File: src/rtl/sar_pkg.sv
package sar_pkg;
   localparam int SEL_LSB   = 0;
   localparam int DIV_LSB   = 8;
   localparam int SCAN_BIT  = 16;
   localparam int RES_LSB   = 17;
   localparam int PWR_BIT   = 21;
   localparam int GO_LSB    = 24;
   localparam int DONE_BIT  = 31;
   localparam int CHN_LSB   = 24;
   localparam int RES_TOP   = 15;
   localparam logic [2:0] GO_ONCE = 3'b001;

   typedef enum logic [1:0] {
      CS_IDLE   = 2'd0,
      CS_SAMPLE = 2'd1,
      CS_TRIAL  = 2'd2
   } conv_st_e;
endpackage

File: src/rtl/sar_clk_div.sv
module sar_clk_div #(
   parameter int DIV_W = 8
) (
   input  logic             clk,
   input  logic             rst_n,
   input  logic             run,
   input  logic [DIV_W-1:0] div,
   output logic             tick
);
   logic [DIV_W-1:0] cnt_q;

   assign tick = run && (cnt_q == div);

   always_ff @(posedge clk or negedge rst_n) begin
      if (!rst_n)      cnt_q <= '0;
      else if (!run)   cnt_q <= '0;
      else if (tick)   cnt_q <= '0;
      else             cnt_q <= cnt_q + 1'b1;
   end

   // with a nonzero divisor, ticks are never back to back
   p_tick_gap_r2: assert property (@(posedge clk) disable iff (!rst_n)
      (tick && div != '0) |=> (!tick || div == '0));
endmodule

File: src/rtl/sar_chan_pick.sv
module sar_chan_pick #(
   parameter int NUM_CH = 8,
   localparam int CH_W = $clog2(NUM_CH)
) (
   input  logic [NUM_CH-1:0] sel,
   input  logic [CH_W-1:0]   last,
   output logic [CH_W-1:0]   first,
   output logic [CH_W-1:0]   nxt,
   output logic              any
);
   logic found_f, found_n;

   always_comb begin
      first   = '0;
      nxt     = '0;
      found_f = 1'b0;
      found_n = 1'b0;
      for (int i = 0; i < NUM_CH; i++) begin
         if (sel[i] && !found_f) begin
            first   = CH_W'(i);
            found_f = 1'b1;
         end
         if (sel[i] && !found_n && (i > int'(last))) begin
            nxt     = CH_W'(i);
            found_n = 1'b1;
         end
      end
      if (!found_n) nxt = first;
   end

   assign any = |sel;
endmodule

File: src/rtl/sar_core.sv
module sar_core
   import sar_pkg::*;
#(
   parameter int RES_MAX = 10,
   localparam int POS_W = $clog2(RES_MAX),
   localparam int CNT_W = $clog2(RES_MAX + 1)
) (
   input  logic               clk,
   input  logic               rst_n,
   input  logic               start,
   input  logic               abort,
   input  logic               tick,
   input  logic [CNT_W-1:0]   nbits,
   input  logic               cmp,
   output logic               busy,
   output logic [RES_MAX-1:0] code,
   output logic               fin,
   output logic [RES_MAX-1:0] result
);
   conv_st_e           st_q;
   logic [RES_MAX-1:0] code_q, trial;
   logic [POS_W-1:0]   pos_q;
   logic [CNT_W-1:0]   left_q;

   assign busy = (st_q != CS_IDLE);
   assign code = code_q;

   always_comb begin
      trial = code_q;
      if (!cmp) trial[pos_q] = 1'b0;
      if (left_q > CNT_W'(1)) trial[pos_q - POS_W'(1)] = 1'b1;
   end

   assign fin    = (st_q == CS_TRIAL) && tick && !abort && (left_q == CNT_W'(1));
   assign result = trial;

   always_ff @(posedge clk or negedge rst_n) begin
      if (!rst_n) begin
         st_q   <= CS_IDLE;
         code_q <= '0;
         pos_q  <= '0;
         left_q <= '0;
      end else if (abort) begin
         st_q   <= CS_IDLE;
         code_q <= '0;
      end else begin
         unique case (st_q)
            CS_IDLE: if (start) begin
               st_q   <= CS_SAMPLE;
               code_q <= '0;
            end
            CS_SAMPLE: if (tick) begin
               code_q              <= '0;
               code_q[RES_MAX-1]   <= 1'b1;
               pos_q               <= POS_W'(RES_MAX - 1);
               left_q              <= nbits;
               st_q                <= CS_TRIAL;
            end
            CS_TRIAL: if (tick) begin
               if (fin) begin
                  st_q   <= CS_IDLE;
                  code_q <= '0;
               end else begin
                  code_q <= trial;
                  pos_q  <= pos_q - POS_W'(1);
                  left_q <= left_q - CNT_W'(1);
               end
            end
            default: st_q <= CS_IDLE;
         endcase
      end
   end

   // the trial code only moves on a conversion-clock tick
   p_code_hold_r2: assert property (@(posedge clk) disable iff (!rst_n)
      (st_q == CS_TRIAL && !tick && !abort) |=> $stable(code_q));
   // the trial code is zero once the engine is idle
   p_idle_code_r9: assert property (@(posedge clk) disable iff (!rst_n)
      (fin || abort) |=> (code_q == '0));
endmodule

File: src/rtl/sar_adc_ctrl.sv
module sar_adc_ctrl
   import sar_pkg::*;
#(
   parameter int NUM_CH  = 8,
   parameter int RES_MAX = 10,
   parameter int DIV_W   = 8,
   localparam int CH_W   = $clog2(NUM_CH),
   localparam int CNT_W  = $clog2(RES_MAX + 1)
) (
   input  logic               clk,
   input  logic               rst_n,
   input  logic               bus_we,
   input  logic               bus_re,
   input  logic               bus_addr,
   input  logic [31:0]        bus_wdata,
   output logic [31:0]        bus_rdata,
   input  logic               cmp_in,
   output logic [NUM_CH-1:0]  ch_sel,
   output logic [RES_MAX-1:0] dac_code
);
   if (NUM_CH < 2 || NUM_CH > 8) begin : g_bad_ch
      $error("NUM_CH must lie in 2..8");
   end
   if (RES_MAX < 8 || RES_MAX > 16) begin : g_bad_res
      $error("RES_MAX must lie in 8..16");
   end
   if (DIV_W != 8) begin : g_bad_div
      $error("DIV_W must be 8 to fit the divisor field");
   end

   logic [31:0]        ctrl_q;
   logic               done_q;
   logic [RES_MAX-1:0] res_q;
   logic [CH_W-1:0]    dch_q, cur_ch_q, last_ch_q;

   logic               wr_ctrl, rd_data;
   logic [NUM_CH-1:0]  sel_now, pick_sel;
   logic [DIV_W-1:0]   div_v;
   logic               scan_on, pwr_on;
   logic [2:0]         res_code, go_code;
   logic [CNT_W-1:0]   nbits;
   logic [CH_W-1:0]    pick_first, pick_next, start_ch;
   logic               pick_any;
   logic               busy, tick, fin, start, abort, once_go, scan_go;
   logic [RES_MAX-1:0] core_code, core_res;

   assign wr_ctrl  = bus_we && !bus_addr;
   assign rd_data  = bus_re && bus_addr;
   assign sel_now  = ctrl_q[SEL_LSB +: NUM_CH];
   assign div_v    = ctrl_q[DIV_LSB +: DIV_W];
   assign scan_on  = ctrl_q[SCAN_BIT];
   assign pwr_on   = ctrl_q[PWR_BIT];
   assign res_code = ctrl_q[RES_LSB +: 3];
   assign go_code  = ctrl_q[GO_LSB +: 3];
   assign nbits    = CNT_W'(RES_MAX) - CNT_W'(res_code);

   assign pick_sel = wr_ctrl ? bus_wdata[SEL_LSB +: NUM_CH] : sel_now;

   sar_chan_pick #(.NUM_CH(NUM_CH)) u_pick (
      .sel   (pick_sel),
      .last  (last_ch_q),
      .first (pick_first),
      .nxt   (pick_next),
      .any   (pick_any)
   );

   assign once_go = wr_ctrl && !busy && bus_wdata[PWR_BIT] && !bus_wdata[SCAN_BIT]
                    && (bus_wdata[GO_LSB +: 3] == GO_ONCE) && pick_any;
   assign scan_go = !wr_ctrl && !busy && scan_on && pwr_on
                    && (go_code == 3'b000) && pick_any;
   assign start    = once_go || scan_go;
   assign start_ch = once_go ? pick_first : pick_next;
   assign abort    = wr_ctrl && !bus_wdata[PWR_BIT];

   sar_clk_div #(.DIV_W(DIV_W)) u_div (
      .clk   (clk),
      .rst_n (rst_n),
      .run   (busy),
      .div   (div_v),
      .tick  (tick)
   );

   sar_core #(.RES_MAX(RES_MAX)) u_core (
      .clk    (clk),
      .rst_n  (rst_n),
      .start  (start),
      .abort  (abort),
      .tick   (tick),
      .nbits  (nbits),
      .cmp    (cmp_in),
      .busy   (busy),
      .code   (core_code),
      .fin    (fin),
      .result (core_res)
   );

   always_ff @(posedge clk or negedge rst_n) begin
      if (!rst_n) begin
         ctrl_q    <= '0;
         done_q    <= 1'b0;
         res_q     <= '0;
         dch_q     <= '0;
         cur_ch_q  <= '0;
         last_ch_q <= CH_W'(NUM_CH - 1);
      end else begin
         if (wr_ctrl) ctrl_q <= bus_wdata;
         if (start) begin
            cur_ch_q  <= start_ch;
            last_ch_q <= start_ch;
         end else if (wr_ctrl) begin
            last_ch_q <= CH_W'(NUM_CH - 1);
         end
         if (fin) begin
            done_q <= 1'b1;
            res_q  <= core_res;
            dch_q  <= cur_ch_q;
         end else if (rd_data) begin
            done_q <= 1'b0;
         end
      end
   end

   for (genvar g = 0; g < NUM_CH; g++) begin : g_sel
      assign ch_sel[g] = busy && (cur_ch_q == CH_W'(g));
   end
   assign dac_code = core_code;

   always_comb begin
      if (!bus_addr) begin
         bus_rdata = ctrl_q;
      end else begin
         bus_rdata = '0;
         bus_rdata[DONE_BIT] = done_q;
         bus_rdata[CHN_LSB +: CH_W] = dch_q;
         bus_rdata[RES_TOP-RES_MAX+1 +: RES_MAX] = res_q;
      end
   end

   // with power off nothing is selected and no trial code is driven
   p_pwr_off_idle_r5: assert property (@(posedge clk) disable iff (!rst_n)
      !pwr_on |-> (ch_sel == '0 && dac_code == '0));
   // scan enabled with a nonzero start code never leaves idle
   p_scan_blocked_r7: assert property (@(posedge clk) disable iff (!rst_n)
      (scan_on && go_code != 3'b000 && !busy && !wr_ctrl) |=> !busy);
   // a read of the result word without a completion clears DONE
   p_done_clear_r8: assert property (@(posedge clk) disable iff (!rst_n)
      (rd_data && !fin) |=> !done_q);
   // at most one input selected, exactly one while converting
   p_sel_onehot_r9: assert property (@(posedge clk) disable iff (!rst_n)
      $onehot0(ch_sel) && (busy == ($countones(ch_sel) == 1)));
endmodule

File: config.mk
export PLATFORM = sky130hd
export DESIGN_NAME = sar_adc_ctrl
export DESIGN_NICKNAME = d
export VERILOG_FILES = /design/src/rtl/sar_pkg.sv /design/src/rtl/sar_clk_div.sv /design/src/rtl/sar_chan_pick.sv /design/src/rtl/sar_core.sv /design/src/rtl/sar_adc_ctrl.sv
export SDC_FILE = /design/constraint.sdc
export NUM_CORES = 1
export LEC_CHECK = 0
export ABC_AREA = 1
export BUFFER_PORTS_ARGS = -buffer_cell sky130_fd_sc_hd__buf_4
export CORE_MARGIN = 3
export CORE_UTILIZATION = 45
export CTS_CLUSTER_DIAMETER = 150
export DETAILED_ROUTE_END_ITERATION = 10
export PLACE_DENSITY_LB_ADDON = 0.3
export SYNTH_ARGS = -nofsm -noshare
export SYNTH_HDL_FRONTEND = slang
export SYNTH_SLANG_ARGS = --single-unit
File: constraint.sdc
create_clock -name clk -period 2.6 [get_ports clk]
set_input_delay 0.13 -clock clk [delete_from_list [all_inputs] [get_ports clk]]
set_output_delay 0.13 -clock clk [all_outputs]
set_load 0.01 [all_outputs]
==> metrics.txt <==
Period minus WS final=2170 ps; Core Region=9820 um2; CP Class=reg -> reg; antenna violations before repair=0; fin crit share=0.833; Logic pwr share=0.365; crit-path cells=inv_1, ha_1, inv_1, o21ai_0, nor2_1, nand2_1, nor2_1, nand2_1, inv_1, nand3b_1, o21ai_0, inv_1; Max-cap violations=0; clock power share=0.240; Yosys cell types=39; leak pwr=2.99 nW; DRT Pass-1 Iters=5; synthesized flop and latch total=80; total power after layout=3.97 mW; outcome=finished, final reports clean; placed cells=823; Switch Pwr=1.57 mW; share of post-route cells with drive strength above 1=0.194; Final Hold Viols=0; clock-pin slew on the worst setup and hold paths=90 ps; die width=107 um; largest net degree at the start of global routing=81; Initial DRC Count=275; CTS Buf Count=9; wire per inst=13.4 um; Syn Inst Count=615; ys flop type=dfrtp_1; clk buf depth=2; first-pass GRT wire length=19800 um; root buf cell=clkbuf_8; crit-path max cell delay=390 ps; CTS sink cnt=80; warnings from Yosys=0; Worst EP required=2840 ps; leading post-synthesis cells by cell area=dfrtp_1 (42%), nand2_1 (15%), o21ai_0 (7.1%), inv_1 (7.1%), nor2_1 (5.8%); crit end category=flip-flop; Power Dens Cells=695 nW/um2; gpl congestion=0.884; final-report max-slew violation count=0; count of input and output buffers=87; Starting Density=0.464; Syn-to-layout area delta=25.6%; Yosys top cell by area=dfrtp_1; DRT antenna net count=0; number of global-route vias before repair=4162; Worst Max-Slew Pin Slew=1010 ps; Setup violations, final=0; sequential area share after synthesis=0.441; DRT Wirelength=11600 um; Final Hold Slack=7.61 ps; n_diodes=0; commonest non-fill, non-tap cell in the layout=nand2_1; Skew-Pair Late Insertion Delay=350 ps; RSZ-0062 raised after global routing=false; Final TNS setup=0 ps; cell row count=36; Reg power frac=0.395; H-Tree Depth=3; Setup crit start kind=flip-flop; clock skew=5.75 ps; Final #Nets=770; Worst Hold Class=in -> reg; Worst path slowest cell=dfrtp_1; async set-reset flop share out of synthesis=1.00; number of synthesized flops with an enable pin=0; CP arrival=2410 ps; # DRC=0; max frequency=462 MHz; post-synthesis average cell area=7.40 um2; Int Power=2.41 mW; routed vias/inst=4.99; Worst Path Max Fanout=7; CTS tree=done; Post-Syn Area=4550 um2; Sw Ratio=0.395; relative slew slack=0.327; Synth Net Count=664; die area=11400 um2; most frequent cells in the layout=nand2_1 (182), buf_4 (91), inv_1 (86); DR vias=4290; GRT Overall Usage=0.216; I/O Pins=88; Yosys top cell area share=0.423; die height=107 um; most frequent CP cell=inv_1; HPWL Detailed=8530 um; VDD IR max=0.000392 V; Non-Filler Instances=859; grt total ovfl=0
[flip-flops by register name, summed over array words and instances (netlist names)]
signal,count
u_div.cnt_q,8
u_core.pos_q,4
dch_q,3
ctrl_q,32
u_core.left_q,4
u_core.st_q,2
last_ch_q,3
u_core.code,10
cur_ch_q,3
done_q,1
res_q,10
[metrics by stage]
stage | worst slack (ps) | cell area, um2 | utilization
floorplan | 769 | 4550 | -
global placement | 599 | 5320 | 0.541
detailed placement | 470 | 5320 | 0.541
CTS | 461 | 5720 | 0.582
global route | 189 | 5720 | 0.582
finish | 434 | 5720 | 0.582
[worst max-delay path: cells and delay by family, from the launching register on]
| kind | cells | cell delay [ps] |
|---|---|---|
| fa+ha+maj | 1 | 240 |
| buf+inv | 4 | 420 |
| simple gates | 5 | 660 |
| compound gates | 2 | 350 |
| flops | 1 | 390 |
[cells in the mapped netlist (3+ instances only)]
library cell / n
a21oi_1: 6
a31oi_1: 3
clkbuf_1: 11
dfrtp_1: 77
dfstp_2: 3
ha_1: 11
inv_1: 86
inv_2: 5
mux2_2: 6
nand2_1: 182
nand2_2: 5
nand2_4: 3
nand3_1: 23
nand4_1: 5
nor2_1: 70
nor2_4: 3
nor3_1: 5
o21ai_0: 65
o21ai_1: 6
o21ai_2: 4
o22ai_1: 4
xnor2_1: 4
xor2_1: 7
[power by group through the flow]
| stage | Sequential [mW] | Clock [mW] | Combinational [mW] |
|---|---|---|---|
| after CTS | 1.56 | 0.982 | 1.45 |
| after global routing | 1.59 | 1.02 | 1.68 |
| after global placement | 1.58 | 0 | 1.39 |
| final | 1.57 | 0.953 | 1.45 |
| after floorplan | 1.55 | 0 | 1.02 |
| after detailed placement | 1.59 | 0 | 1.42 |
[logic make-up (layout without fill, tap and decap cells)]
logic type / after synthesis / in the layout / synth area share
adders and majority gates: 11 / 11 / 0.0302
xor gates and xnor gates: 11 / 11 / 0.0212
DFF: 80 / 80 / 0.441
muxes: 7 / 7 / 0.0173
and+or+nand+nor: 306 / 306 / 0.286
buffers and inverters: 107 / 218 / 0.0937
AOI/OAI and AO/OA: 93 / 93 / 0.111
[cell type report]
cell class                 instances  area, um2
sequential                        80       2010
multi-input combinational        428       2120
fill                             948       4100
tap                              133        166
clock inverter                     7       78.8
timing repair buffer             111        883
clock buffer                       9        124
inverter                          91        342
[repair_timing]
item / in CTS / in global routing
hold buffers: 20 / 0
setup buffers: 0 / 0
gates resized for setup: 0 / 0
endpoints found under the hold margin: 96 / 0
endpoints found under the setup margin: 0 / 0
[worst paths after layout]
check	start	to	slack [ps]	cells after the start
max in group asynchronous	rst_n	u_core.pos_q[3]$_DFFE_PN0P_	1460	2
min reg2reg	ctrl_q[31]$_DFFE_PN0N_	ctrl_q[31]$_DFFE_PN0N_	490	2
min	bus_wdata[12]	ctrl_q[12]$_DFFE_PN0N_	8	3
max reg2reg	u_core.st_q[0]$_DFFE_PN0P_	u_core.left_q[3]$_DFFE_PN0P_	430	12
max	u_core.st_q[0]$_DFFE_PN0P_	u_core.left_q[3]$_DFFE_PN0P_	430	12
min in group asynchronous	rst_n	ctrl_q[29]$_DFFE_PN0N_	490	2
[routing by layer]
layer / part of all wire / GRT usage
met5: 0 / 0
met4: 0.024 / 0.0868
met3: 0.050 / 0.0307
met2: 0.48 / 0.358
met1: 0.45 / 0.284
No activity file was read; power rests on OpenSTA's default activity.
